## src/rtl/bcd_cal_pkg.sv

```systemverilog
package bcd_cal_pkg;

    typedef struct packed {
        logic [7:0] year;
        logic [7:0] mon;
        logic [7:0] date;
        logic [7:0] wday;
        logic [7:0] hour;
        logic [7:0] min;
        logic [7:0] sec;
    } cal_t;

    localparam logic [7:0] SEC_LAST  = 8'h59;
    localparam logic [7:0] MIN_LAST  = 8'h59;
    localparam logic [7:0] HOUR_LAST = 8'h23;
    localparam logic [7:0] WDAY_LAST = 8'h07;
    localparam logic [7:0] MON_LAST  = 8'h12;
    localparam logic [7:0] YEAR_LAST = 8'h99;
    localparam logic [7:0] FIRST_ONE = 8'h01;

    localparam cal_t CAL_RESET = '{year: 8'h00, mon: 8'h01, date: 8'h01,
                                   wday: 8'h01, hour: 8'h00, min: 8'h00,
                                   sec: 8'h00};

    // Adds one to a two-digit packed BCD value
    function automatic logic [7:0] bcd_inc(input logic [7:0] v);
        logic [7:0] r;
        if (v[3:0] == 4'd9) r = {v[7:4] + 4'd1, 4'd0};
        else                r = {v[7:4], v[3:0] + 4'd1};
        return r;
    endfunction

endpackage

```

## src/rtl/cal_prescaler.sv

```systemverilog
module cal_prescaler #(
    parameter int REF_HZ = 32768,
    parameter int TAP_HZ = 512
) (
    input  logic clk,
    input  logic rst_n,
    input  logic ref_tick,
    input  logic osc_run,
    input  logic clr,
    output logic tick,
    output logic tap
);
    localparam int DW       = (REF_HZ > 2) ? $clog2(REF_HZ) : 1;
    localparam int TAP_HALF = REF_HZ / (2 * TAP_HZ);
    localparam int TW       = (TAP_HALF > 2) ? $clog2(TAP_HALF) : 1;

    typedef struct packed {
        logic [DW-1:0] div;
        logic [TW-1:0] tc;
        logic          tap;
    } ps_t;

    ps_t ps_d, ps_q;
    logic adv;

    always_comb begin
        ps_d = ps_q;
        adv  = osc_run && ref_tick;
        tick = 1'b0;
        if (clr) begin
            ps_d.div = '0;
        end else if (adv) begin
            if (ps_q.div == DW'(REF_HZ - 1)) begin
                ps_d.div = '0;
                tick     = 1'b1;
            end else begin
                ps_d.div = ps_q.div + 1'b1;
            end
        end
        if (adv) begin
            if (ps_q.tc == TW'(TAP_HALF - 1)) begin
                ps_d.tc  = '0;
                ps_d.tap = ~ps_q.tap;
            end else begin
                ps_d.tc = ps_q.tc + 1'b1;
            end
        end
    end

    always_ff @(posedge clk or negedge rst_n) begin
        if (!rst_n) ps_q <= '0;
        else        ps_q <= ps_d;
    end

    assign tap = ps_q.tap;


    tap_hold_chk: assert property (@(posedge clk) disable iff (!rst_n)
        !(osc_run && ref_tick) |=> $stable(tap));

endmodule

```

## src/rtl/cal_month_len.sv

```systemverilog
module cal_month_len (
    input  logic [7:0] mon,
    input  logic [7:0] year,
    output logic [7:0] last_date
);
    logic [7:0] year_bin;
    logic       leap;

    always_comb begin
        year_bin = {4'd0, year[7:4]} * 8'd10 + {4'd0, year[3:0]};
        leap     = (year_bin[1:0] == 2'b00);
        case (mon)
            8'h02:                      last_date = leap ? 8'h29 : 8'h28;
            8'h04, 8'h06, 8'h09, 8'h11: last_date = 8'h30;
            default:                    last_date = 8'h31;
        endcase
    end

endmodule

```

## src/rtl/bcd_calendar.sv

```systemverilog
module bcd_calendar
    import bcd_cal_pkg::*;
#(
    parameter int REF_HZ = 32768,
    parameter int TAP_HZ = 512
) (
    input  logic       clk,
    input  logic       rst_n,
    input  logic       ref_tick,
    input  logic       osc_run,
    input  logic       load_en,
    input  logic [7:0] ld_sec,
    input  logic [7:0] ld_min,
    input  logic [7:0] ld_hour,
    input  logic [7:0] ld_wday,
    input  logic [7:0] ld_date,
    input  logic [7:0] ld_mon,
    input  logic [7:0] ld_year,
    output logic [7:0] cur_sec,
    output logic [7:0] cur_min,
    output logic [7:0] cur_hour,
    output logic [7:0] cur_wday,
    output logic [7:0] cur_date,
    output logic [7:0] cur_mon,
    output logic [7:0] cur_year,
    output logic       sec_tick,
    output logic       tap_out
);
    cal_t cal_d, cal_q;
    logic [7:0] last_date;

    cal_prescaler #(.REF_HZ(REF_HZ), .TAP_HZ(TAP_HZ)) u_prescale (
        .clk      (clk),
        .rst_n    (rst_n),
        .ref_tick (ref_tick),
        .osc_run  (osc_run),
        .clr      (load_en),
        .tick     (sec_tick),
        .tap      (tap_out)
    );

    cal_month_len u_mlen (
        .mon       (cal_q.mon),
        .year      (cal_q.year),
        .last_date (last_date)
    );

    always_comb begin
        cal_d = cal_q;
        if (load_en) begin
            cal_d = '{year: ld_year, mon: ld_mon, date: ld_date, wday: ld_wday,
                      hour: ld_hour, min: ld_min, sec: ld_sec};
        end else if (sec_tick) begin
            if (cal_q.sec != SEC_LAST) begin
                cal_d.sec = bcd_inc(cal_q.sec);
            end else begin
                cal_d.sec = 8'h00;
                if (cal_q.min != MIN_LAST) begin
                    cal_d.min = bcd_inc(cal_q.min);
                end else begin
                    cal_d.min = 8'h00;
                    if (cal_q.hour != HOUR_LAST) begin
                        cal_d.hour = bcd_inc(cal_q.hour);
                    end else begin
                        cal_d.hour = 8'h00;
                        cal_d.wday = (cal_q.wday == WDAY_LAST) ? FIRST_ONE
                                                               : bcd_inc(cal_q.wday);
                        if (cal_q.date != last_date) begin
                            cal_d.date = bcd_inc(cal_q.date);
                        end else begin
                            cal_d.date = FIRST_ONE;
                            if (cal_q.mon != MON_LAST) begin
                                cal_d.mon = bcd_inc(cal_q.mon);
                            end else begin
                                cal_d.mon  = FIRST_ONE;
                                cal_d.year = (cal_q.year == YEAR_LAST) ? 8'h00
                                                                       : bcd_inc(cal_q.year);
                            end
                        end
                    end
                end
            end
        end
    end

    always_ff @(posedge clk or negedge rst_n) begin
        if (!rst_n) cal_q <= CAL_RESET;
        else        cal_q <= cal_d;
    end

    assign cur_sec  = cal_q.sec;
    assign cur_min  = cal_q.min;
    assign cur_hour = cal_q.hour;
    assign cur_wday = cal_q.wday;
    assign cur_date = cal_q.date;
    assign cur_mon  = cal_q.mon;
    assign cur_year = cal_q.year;


    osc_hold_chk: assert property (@(posedge clk) disable iff (!rst_n)
        (!osc_run && !load_en) |=> $stable(cal_q));


    load_apply_chk: assert property (@(posedge clk) disable iff (!rst_n)
        load_en |=> (cur_sec == $past(ld_sec) && cur_min == $past(ld_min) &&
                     cur_hour == $past(ld_hour) && cur_wday == $past(ld_wday) &&
                     cur_date == $past(ld_date) && cur_mon == $past(ld_mon) &&
                     cur_year == $past(ld_year)));


    date_range_chk: assert property (@(posedge clk) disable iff (!rst_n)
        sec_tick |=> (cur_date >= 8'h01 && cur_date <= last_date));


    hour_range_chk: assert property (@(posedge clk) disable iff (!rst_n)
        sec_tick |=> (cur_hour <= HOUR_LAST));

endmodule

```

## config.mk

```make
export PLATFORM = sky130hd
export DESIGN_NAME = bcd_calendar
export DESIGN_NICKNAME = d
export VERILOG_FILES = /design/src/rtl/bcd_cal_pkg.sv /design/src/rtl/cal_prescaler.sv /design/src/rtl/cal_month_len.sv /design/src/rtl/bcd_calendar.sv
export SDC_FILE = /design/constraint.sdc
export NUM_CORES = 1
export LEC_CHECK = 0
export BUFFER_PORTS_ARGS = -buffer_cell sky130_fd_sc_hd__buf_2
export CAP_MARGIN = 20
export CELL_PAD_IN_SITES_DETAIL_PLACEMENT = 0
export CELL_PAD_IN_SITES_GLOBAL_PLACEMENT = 1
export CORE_MARGIN = 2
export CORE_UTILIZATION = 44
export DETAILED_ROUTE_END_ITERATION = 10
export PLACE_DENSITY_LB_ADDON = 0.1
export SLEW_MARGIN = 20
export SYNTH_ARGS = -nofsm -noshare
export SYNTH_HDL_FRONTEND = slang
export SYNTH_SLANG_ARGS = --single-unit
```

## constraint.sdc

```tcl
create_clock -name clk -period 4.45 [get_ports clk]
set_input_delay 0.445 -clock clk [delete_from_list [all_inputs] [get_ports clk]]
set_output_delay 0.445 -clock clk [all_outputs]
set_load 0.1 [all_outputs]
```

Word-level counts from Yosys, hierarchy flattened --
Cells that the tools add are included.
Word-level totals: word-level logic and storage cells 117, flip-flop bits (word level) 77
Cells by class: add/sub/neg operators 17, reduce and logical (&&, ||, !) cells 20, multiply operators 1, muxes and demuxes 30, bitwise operators 1, equality and inequality tests 31
Operators by type and width (count):
- 8-bit two-way mux | 15
- 56-bit two-way mux | 2
- 4-bit by 1-bit adder with 4-bit output (second input constant) | 14
- 48-bit two-way mux | 1
- 15-bit two-way mux | 3
- 40-bit two-way mux | 1
- 32-bit two-way mux | 1
- 4-bit == test (second input constant) | 7
- 8-bit by 3-bit == test with 1-bit output (second input constant) | 3
- 16-bit two-way mux | 1
- 8-bit by 7-bit != test with 1-bit output (second input constant) | 2
- 8-bit case mux with 2 select lines | 1
- 15-bit by 1-bit adder with 15-bit output (second input constant) | 1
- 15-bit == test (second input constant) | 1
- 3-bit by 2-bit != test with 1-bit output (second input constant) | 5
- 5-bit AND reduction | 3
- 6-bit AND reduction | 2
- 2-bit != test (second input constant) | 5
- 8-bit by 2-bit == test with 1-bit output (second input constant) | 1
- 8-bit by 4-bit == test with 1-bit output (second input constant) | 1
- 8-bit by 5-bit == test with 1-bit output (second input constant) | 1
- 8-bit == test (second input constant) | 1
- 8-bit by 5-bit != test with 1-bit output (second input constant) | 1
- 8-bit by 6-bit != test with 1-bit output (second input constant) | 1
- other kinds (17) | 26

Longest topological paths before layout --
Gate-level depths: netlist (run 1).
word-level depth 12, mapped depth 9

By module --
A second synthesis (run 1) with hierarchy kept.
Unflattened totals: cell total of the unflattened synthesis 570, area total of the unflattened synthesis 5034.8 um^2
Modules (own cells, without submodules):
- bcd_calendar | seq. area each 1405.1 um^2, times used 1, area each 3771.1 um^2, cells an instance 436
- cal_prescaler | seq. area each 525.5 um^2, times used 1, area each 1103.6 um^2, cells an instance 112
- cal_month_len | seq. area each 0.0 um^2, times used 1, area each 160.2 um^2, cells an instance 22

Worst setup path after synthesis (run 1) --
Ideal clock, no wire load.
path kind in2out, from in load_en, to out sec_tick, setup slack 0.462 ns, stages on the path 5, arrival time 3.543 ns, cell sequence clkbuf_1 > buf_1 > clkbuf_1 > clkbuf_1 > nor3b_1
Between the ends: word-level cells in the longest chain between the ends 1
RTL lines:
- start: declaration | line bcd_calendar.sv:11 | input logic load_en,
- 1-bit two-way mux | line cal_prescaler.sv:30 | if (clr) begin
- end: declaration | line bcd_calendar.sv:26 | output logic sec_tick,
Every way passes these cells.

Worst setup path after layout (run 1) --
from reg u_prescale.ps_q[6] in the netlist's numbering, to reg cal_q (netlist bit cur_wday[7])
Between the ends: word-level cells in the longest chain between the ends 6
RTL lines:
- start: declaration | line cal_prescaler.sv:23 | ps_t ps_d, ps_q;
- start signal: assignment | line cal_prescaler.sv:52 | else ps_q <= ps_d;
- 15-bit == test | line cal_prescaler.sv:33 | if (ps_q.div == DW'(REF_HZ - 1)) begin
- 1-bit two-way mux | line cal_prescaler.sv:33
- 1-bit two-way mux | line cal_prescaler.sv:32 | end else if (adv) begin
- 1-bit two-way mux | line cal_prescaler.sv:30
- 2-bit nonzero test (no line)
- 5-bit AND reduction (no line)
- end signal: assignment | line bcd_calendar.sv:88 | else cal_q <= cal_d;
- end: declaration | line bcd_calendar.sv:29 | cal_t cal_d, cal_q;
Every way passes these cells. A chain may end at the register's enable or synchronous reset.

==> impl_metrics.env, run 1 <==
export IMPL_outcome="completed"
export IMPL_ys_warn_count=0
export IMPL_start_util_pct=45.5
export IMPL_worstMarginPinSlew_ps=748
export IMPL_wire_per_inst_um=16.1
export IMPL_cp_cell_sequence="ha_1 -> nand3_1 -> nor3_1 -> and3_1 -> o21ai_0 -> o21ai_0 -> o21ai_0"
export IMPL_cp_num_buf_inv=0
export IMPL_numCtsBuffers=9
export IMPL_layout_drive_gt1_share_pct=23.2
export IMPL_path_clk_slew_ps=60
export IMPL_fp_coreArea_um2=11000
export IMPL_worst_path_most_repeated_cell="o21ai_0"
export IMPL_hpwl_um=9380
export IMPL_fin_area_um2=5990
export IMPL_drv_slew=0
export IMPL_final_period_utilization_pct=62.0
export IMPL_final_common_cell="buf_2"
export IMPL_critPathKind="reg -> reg"
export IMPL_placed_area_um2=5700
export IMPL_rsz0062_at_grt="no"
export IMPL_cp_startpoint="u_prescale.ps_q[6]"
export IMPL_drtIter0Drc=315
export IMPL_firstDrtPassIters=4
export IMPL_grt_pass1_vias=4561
export IMPL_synth_cell_types=75
export IMPL_h_tree_depth=3
export IMPL_viasPerCell=5.71
export IMPL_slowest_delay_ps=550
export IMPL_syn_area_um2=5000
export IMPL_antenna_found_initial=0
export IMPL_fmax_ghz=0.362
export IMPL_gr_usage_all_layers_pct=21.9
export IMPL_arrival_ps=2950
export IMPL_syn_instance_count=564
export IMPL_fin_skew_ps=7.06
export IMPL_cts_setup_buffers=0
export IMPL_async_flop_share_pct=100
export IMPL_die_height_um=111
export IMPL_fp_dieW_um=111
export IMPL_pre_cts_slack_ps=1720
export IMPL_r2r_start="u_prescale.ps_q[6]"
export IMPL_overflow=0
export IMPL_vias=4680
export IMPL_hp_class="in -> async"
export IMPL_required_ps=4640
export IMPL_final_setup_viol_count=0
export IMPL_setup_slack_ps=1690
export IMPL_hold_buffers=0
export IMPL_cts_root_buf="clkbuf_16"
export IMPL_synth_seq_area_share_pct=38.6
export IMPL_synth_seq_cells=77
export IMPL_peakVddDrop_v=0.000210
export IMPL_cp_top_family="simple AND/OR/NAND/NOR gates"
export IMPL_relSlewSlack_pct=50.1
export IMPL_power_uw=2520
export IMPL_reg2reg_slack_ps=1690
export IMPL_io_buffers=118
export IMPL_clkLatencyLatePin_ps=340
export IMPL_cts_repair_resized=0
export IMPL_grt_max_degree=78
export IMPL_synth_edff_count=0
export IMPL_synth_nets=652
export IMPL_area_delta_synth_final_pct=19.9
export IMPL_rows=38
export IMPL_rr_worst_depth=7
export IMPL_final_cell_mix="buf_2 (116), dfrtp_1 (74), o21ai_0 (56), nand2_1 (52), nor2_1 (45)"
export IMPL_place_gp_congestion=0.823
export IMPL_die_area_um2=12200
export IMPL_cts_tree="yes"
export IMPL_period_needed_ps=2760
export IMPL_pin_count=119
export IMPL_clk_path_buf_depth=2
export IMPL_maxCapViolCount=0
export IMPL_endpoint_kind="register"
export IMPL_crit_fanout=8
export IMPL_tns_ps=0
export IMPL_hold_viol=0
export IMPL_avgSynthCellArea_um2=8.86
export IMPL_ys_flop_type="dfrtp_1"
export IMPL_routed_wl_um=13200
export IMPL_antenna_cells=0
export IMPL_grt_pass1_wl_um=22200
export IMPL_drc=0
export IMPL_cpMaxStageDelayCell="nor3_1"
export IMPL_cp_start_kind="register"
export IMPL_cts_sinks=77
export IMPL_finalNetCount=763
export IMPL_p_leak_uw=0.00269
export IMPL_rr_endpoint="cur_wday[7]"
export IMPL_postRouteAntennaNets=0
export IMPL_powerDensity_nw_per_um2=420
[worst max-delay path by stage]
stage | to | slack (ps) | cells after the start
floorplan | sec_tick | 460 | 5
global placement | cur_hour[4] | 1930 | 6
detailed placement | cur_wday[7] | 1720 | 7
CTS | cur_wday[7] | 1730 | 7
global route | cur_wday[5] | 1350 | 7
finish | cur_wday[7] | 1690 | 7
[Yosys cell counts (5+ instances only)]
cell	count	area, µm²
nor2b_1	13	81.3
o31ai_1	5	37.5
a21oi_1	37	185
nor3b_1	8	60.1
clkbuf_1	15	56.3
xnor2_1	11	96.3
nor4_1	6	37.5
dfrtp_1	74	1850
nor4b_1	5	43.8
o21ai_0	56	280
a31oi_1	8	50.1
and2_1	5	31.3
a22oi_1	7	52.6
inv_1	29	109
nor2_1	45	169
a211oi_1	6	45.0
nand2_1	52	195
nand3_1	23	115
nor3_1	23	115
mux2i_1	8	80.1
nand4_1	7	43.8
ha_1	27	338
[cells by family after synthesis]
logic type | synth area share [%]
and+or+nand+nor | 23.9
AOI/OAI and AO/OA | 21.2
DFF | 38.6
buffers and inverters | 3.93
adders and majority gates | 6.76
xor gates and xnor gates | 2.63
muxes | 2.95
[registers in the layout, summed over array words and instances (netlist names)]
register and count:
cur_hour 8, cur_wday 8, cur_min 8, cur_mon 8, cur_year 8, u_prescale.ps_q 20
cur_sec 8, u_prescale.tap 1, cur_date 8
[power breakdown]
| group | internal (µW) | leakage, µW | switching [µW] |
|---|---|---|---|
| sequential | 784 | 0.000957 | 114 |
| combinational | 190 | 0.00159 | 703 |
| clock | 440 | 0.000143 | 287 |
| total | 1410 | 0.00269 | 1100 |
[area by class of cell]
class                           instances  area [µm²]
Timing Repair Buffer                  120         614
Sequential cell                        77        1930
Tap cell                              140         175
Inverter                               29         109
Clock buffer                           16         292
Fill cell                            1046        4990
Multi-Input combinational cell        438        2870
[metal layers]
layer / wire (µm) / share of wire (%) / vias up / global-route usage [%]
li1: - / - / 2301 / -
met1: 6090 / 46 / 2238 / 29.4
met2: 6140 / 47 / 121 / 35.2
met3: 659 / 5.0 / 20 / 4.01
met4: 274 / 2.1 / 0 / 8.67
met5: 0 / 0 / - / 0
[stage by stage]
step | utilization (%) | hold slack [ps] | cells
after floorplan | - | 149 | 564
after global placement | 51.9 | 456 | 804
after detailed placement | 51.9 | 460 | 804
after CTS | 54.5 | 293 | 820
after global routing | 54.6 | 211 | 820
final | 54.6 | 152 | 820
(Power assumes the default switching activity.)
==> run 2: changes to the inputs <==
- CORE_UTILIZATION: 44 -> 37
- clock period: 4.45 -> 2.36 ns (I/O delays scaled with it)
==> impl_metrics.env, run 2 (synthesized netlist as in run 1, its figures left out) <==
export IMPL_drtIter0Drc=254
export IMPL_h_tree_depth=3
export IMPL_path_clk_slew_ps=60
export IMPL_clk_path_buf_depth=2
export IMPL_die_height_um=120
export IMPL_holdCritStartpoint="ld_mon[2]"
export IMPL_finalNetCount=797
export IMPL_antenna_found_initial=0
export IMPL_period_needed_ps=2340
export IMPL_final_seq_area_um2=1990
export IMPL_firstDrtPassIters=7
export IMPL_hpwl_um=10600
export IMPL_pre_cts_slack_ps=-13.2
export IMPL_arrival_ps=2560
export IMPL_pin_count=119
export IMPL_routed_wl_um=14300
export IMPL_drv_slew=0
export IMPL_placed_area_um2=6130
export IMPL_grt_pass1_vias=4564
export IMPL_required_ps=2580
export IMPL_worstMarginPinSlew_ps=611
export IMPL_relSlewSlack_pct=59.1
export IMPL_fillCellCount=1320
export IMPL_maxCapViolCount=0
export IMPL_start_util_pct=37.8
export IMPL_drc=0
export IMPL_rr_worst_depth=8
export IMPL_cts_root_buf="clkbuf_16"
export IMPL_antenna_cells=0
export IMPL_fmax_ghz=0.427
export IMPL_whs_endpoint="cur_mon[2]"
export IMPL_top_register="u_prescale.ps_q"
export IMPL_outcome="completed"
export IMPL_endpoint_kind="register"
export IMPL_numCtsBuffers=9
export IMPL_overflow=0
export IMPL_peakVddDrop_v=0.000379
export IMPL_hold_viol=0
export IMPL_cts_sinks=77
export IMPL_cts_tree="yes"
export IMPL_rr_endpoint="cur_year[4]"
export IMPL_fp_coreArea_um2=13200
export IMPL_cp_start_kind="register"
export IMPL_largest_reg_flops=20
export IMPL_fin_area_um2=6500
export IMPL_hp_class="in -> reg"
export IMPL_holdWs_ps=107
export IMPL_crit_fanout=7
export IMPL_gr_usage_all_layers_pct=20.5
export IMPL_setup_slack_ps=19.5
export IMPL_io_buffers=118
export IMPL_clkLatencyLatePin_ps=340
export IMPL_die_area_um2=14500
export IMPL_wire_per_inst_um=16.1
export IMPL_rsz0062_at_grt="yes"
export IMPL_grt_max_degree=43
export IMPL_final_common_cell="buf_2"
export IMPL_multiInputGateArea_um2=2970
export IMPL_vias=4790
export IMPL_final_setup_viol_count=0
export IMPL_place_gp_congestion=0.851
export IMPL_area_delta_synth_final_pct=30.1
export IMPL_r2r_start="cur_mon[5]"
export IMPL_powerDensity_nw_per_um2=745
export IMPL_grt_pass1_wl_um=23600
export IMPL_final_period_utilization_pct=99.2
export IMPL_hold_depth=3
export IMPL_postRouteAntennaNets=0
export IMPL_reg2reg_slack_ps=20
export IMPL_fp_dieW_um=120
export IMPL_critPathKind="reg -> reg"
export IMPL_final_cell_mix="buf_2 (115), o21ai_0 (54), nand2_1 (52), nor2_1 (45), dfrtp_1 (40)"
export IMPL_viasPerCell=5.38
export IMPL_fin_skew_ps=5.82
export IMPL_rows=42
export IMPL_p_leak_uw=0.00285
export IMPL_layout_drive_gt1_share_pct=33.8
## run 2: area by class of cell
class                      count  area share (%)
clock buffer                  15            4.42
tap                          176            3.39
timing repair buffer         154            14.0
multi-input combinational    438            45.7
sequential                    77            30.6
clock inverter                 1          0.0770
inverter                      29            1.71
## run 2: timing repair
action,in CTS,in global routing
gates resized for setup,1,11
cloned,0,0
hold buffers,1,0
setup endpoints to repair,1,19
pin swaps,1,5
hold endpoints to repair,32,0
buffers inserted,0,2
## run 2: metal layers
layer / vias to the layer above / track usage [%] / part of all wire (%)
met3: 18 / 4.01 / 4.6
met2: 121 / 30.1 / 45
met5: - / 0 / 0
met1: 2279 / 29.5 / 49
li1: 2372 / - / -
met4: 0 / 8.07 / 1.7
## run 2: how the worst max path moves through the flow
stage	from	end
after floorplan	cur_mon[4]	cur_mon[4]
after global placement	cur_mon[5]	cur_year[3]
after detailed placement	cur_mon[5]	cur_year[3]
after CTS	cur_mon[5]	cur_year[4]
after global routing	cur_mon[5]	cur_year[4]
final	cur_mon[5]	cur_year[4]
## run 2: critical path, stage by stage, from the launching register on
cell and delay [ps]:
dfrtp_4 500, inv_4 80, ha_4 130, or3b_4 380
o32ai_4 140, and4_4 330, o21a_4 220, a31oi_4 130
mux2_4 310
## run 2: report_power, final
| group | switching [µW] | internal (µW) | leakage [µW] | total, µW |
|---|---|---|---|---|
| Sequential | 217 | 1500 | 0.000918 | 1720 |
| Combinational | 1360 | 405 | 0.00179 | 1770 |
| Clock | 532 | 827 | 0.000146 | 1360 |
## run 2: through the flow
| stage | std cells | total power (µW) | util [%] | TNS [ps] |
|---|---|---|---|---|
| 6_report | 890 | 4840 | 49.1 | 0 |
| 5_1_grt | 890 | 5090 | 49.1 | -96.5 |
| 4_1_cts | 888 | 4880 | 48.7 | -10.2 |
| 3_5_place_dp | 871 | 3500 | 46.3 | -13.2 |
| 3_3_place_gp | 871 | 3480 | 46.3 | 0 |
| 2_1_floorplan | 564 | 3080 | - | -343 |
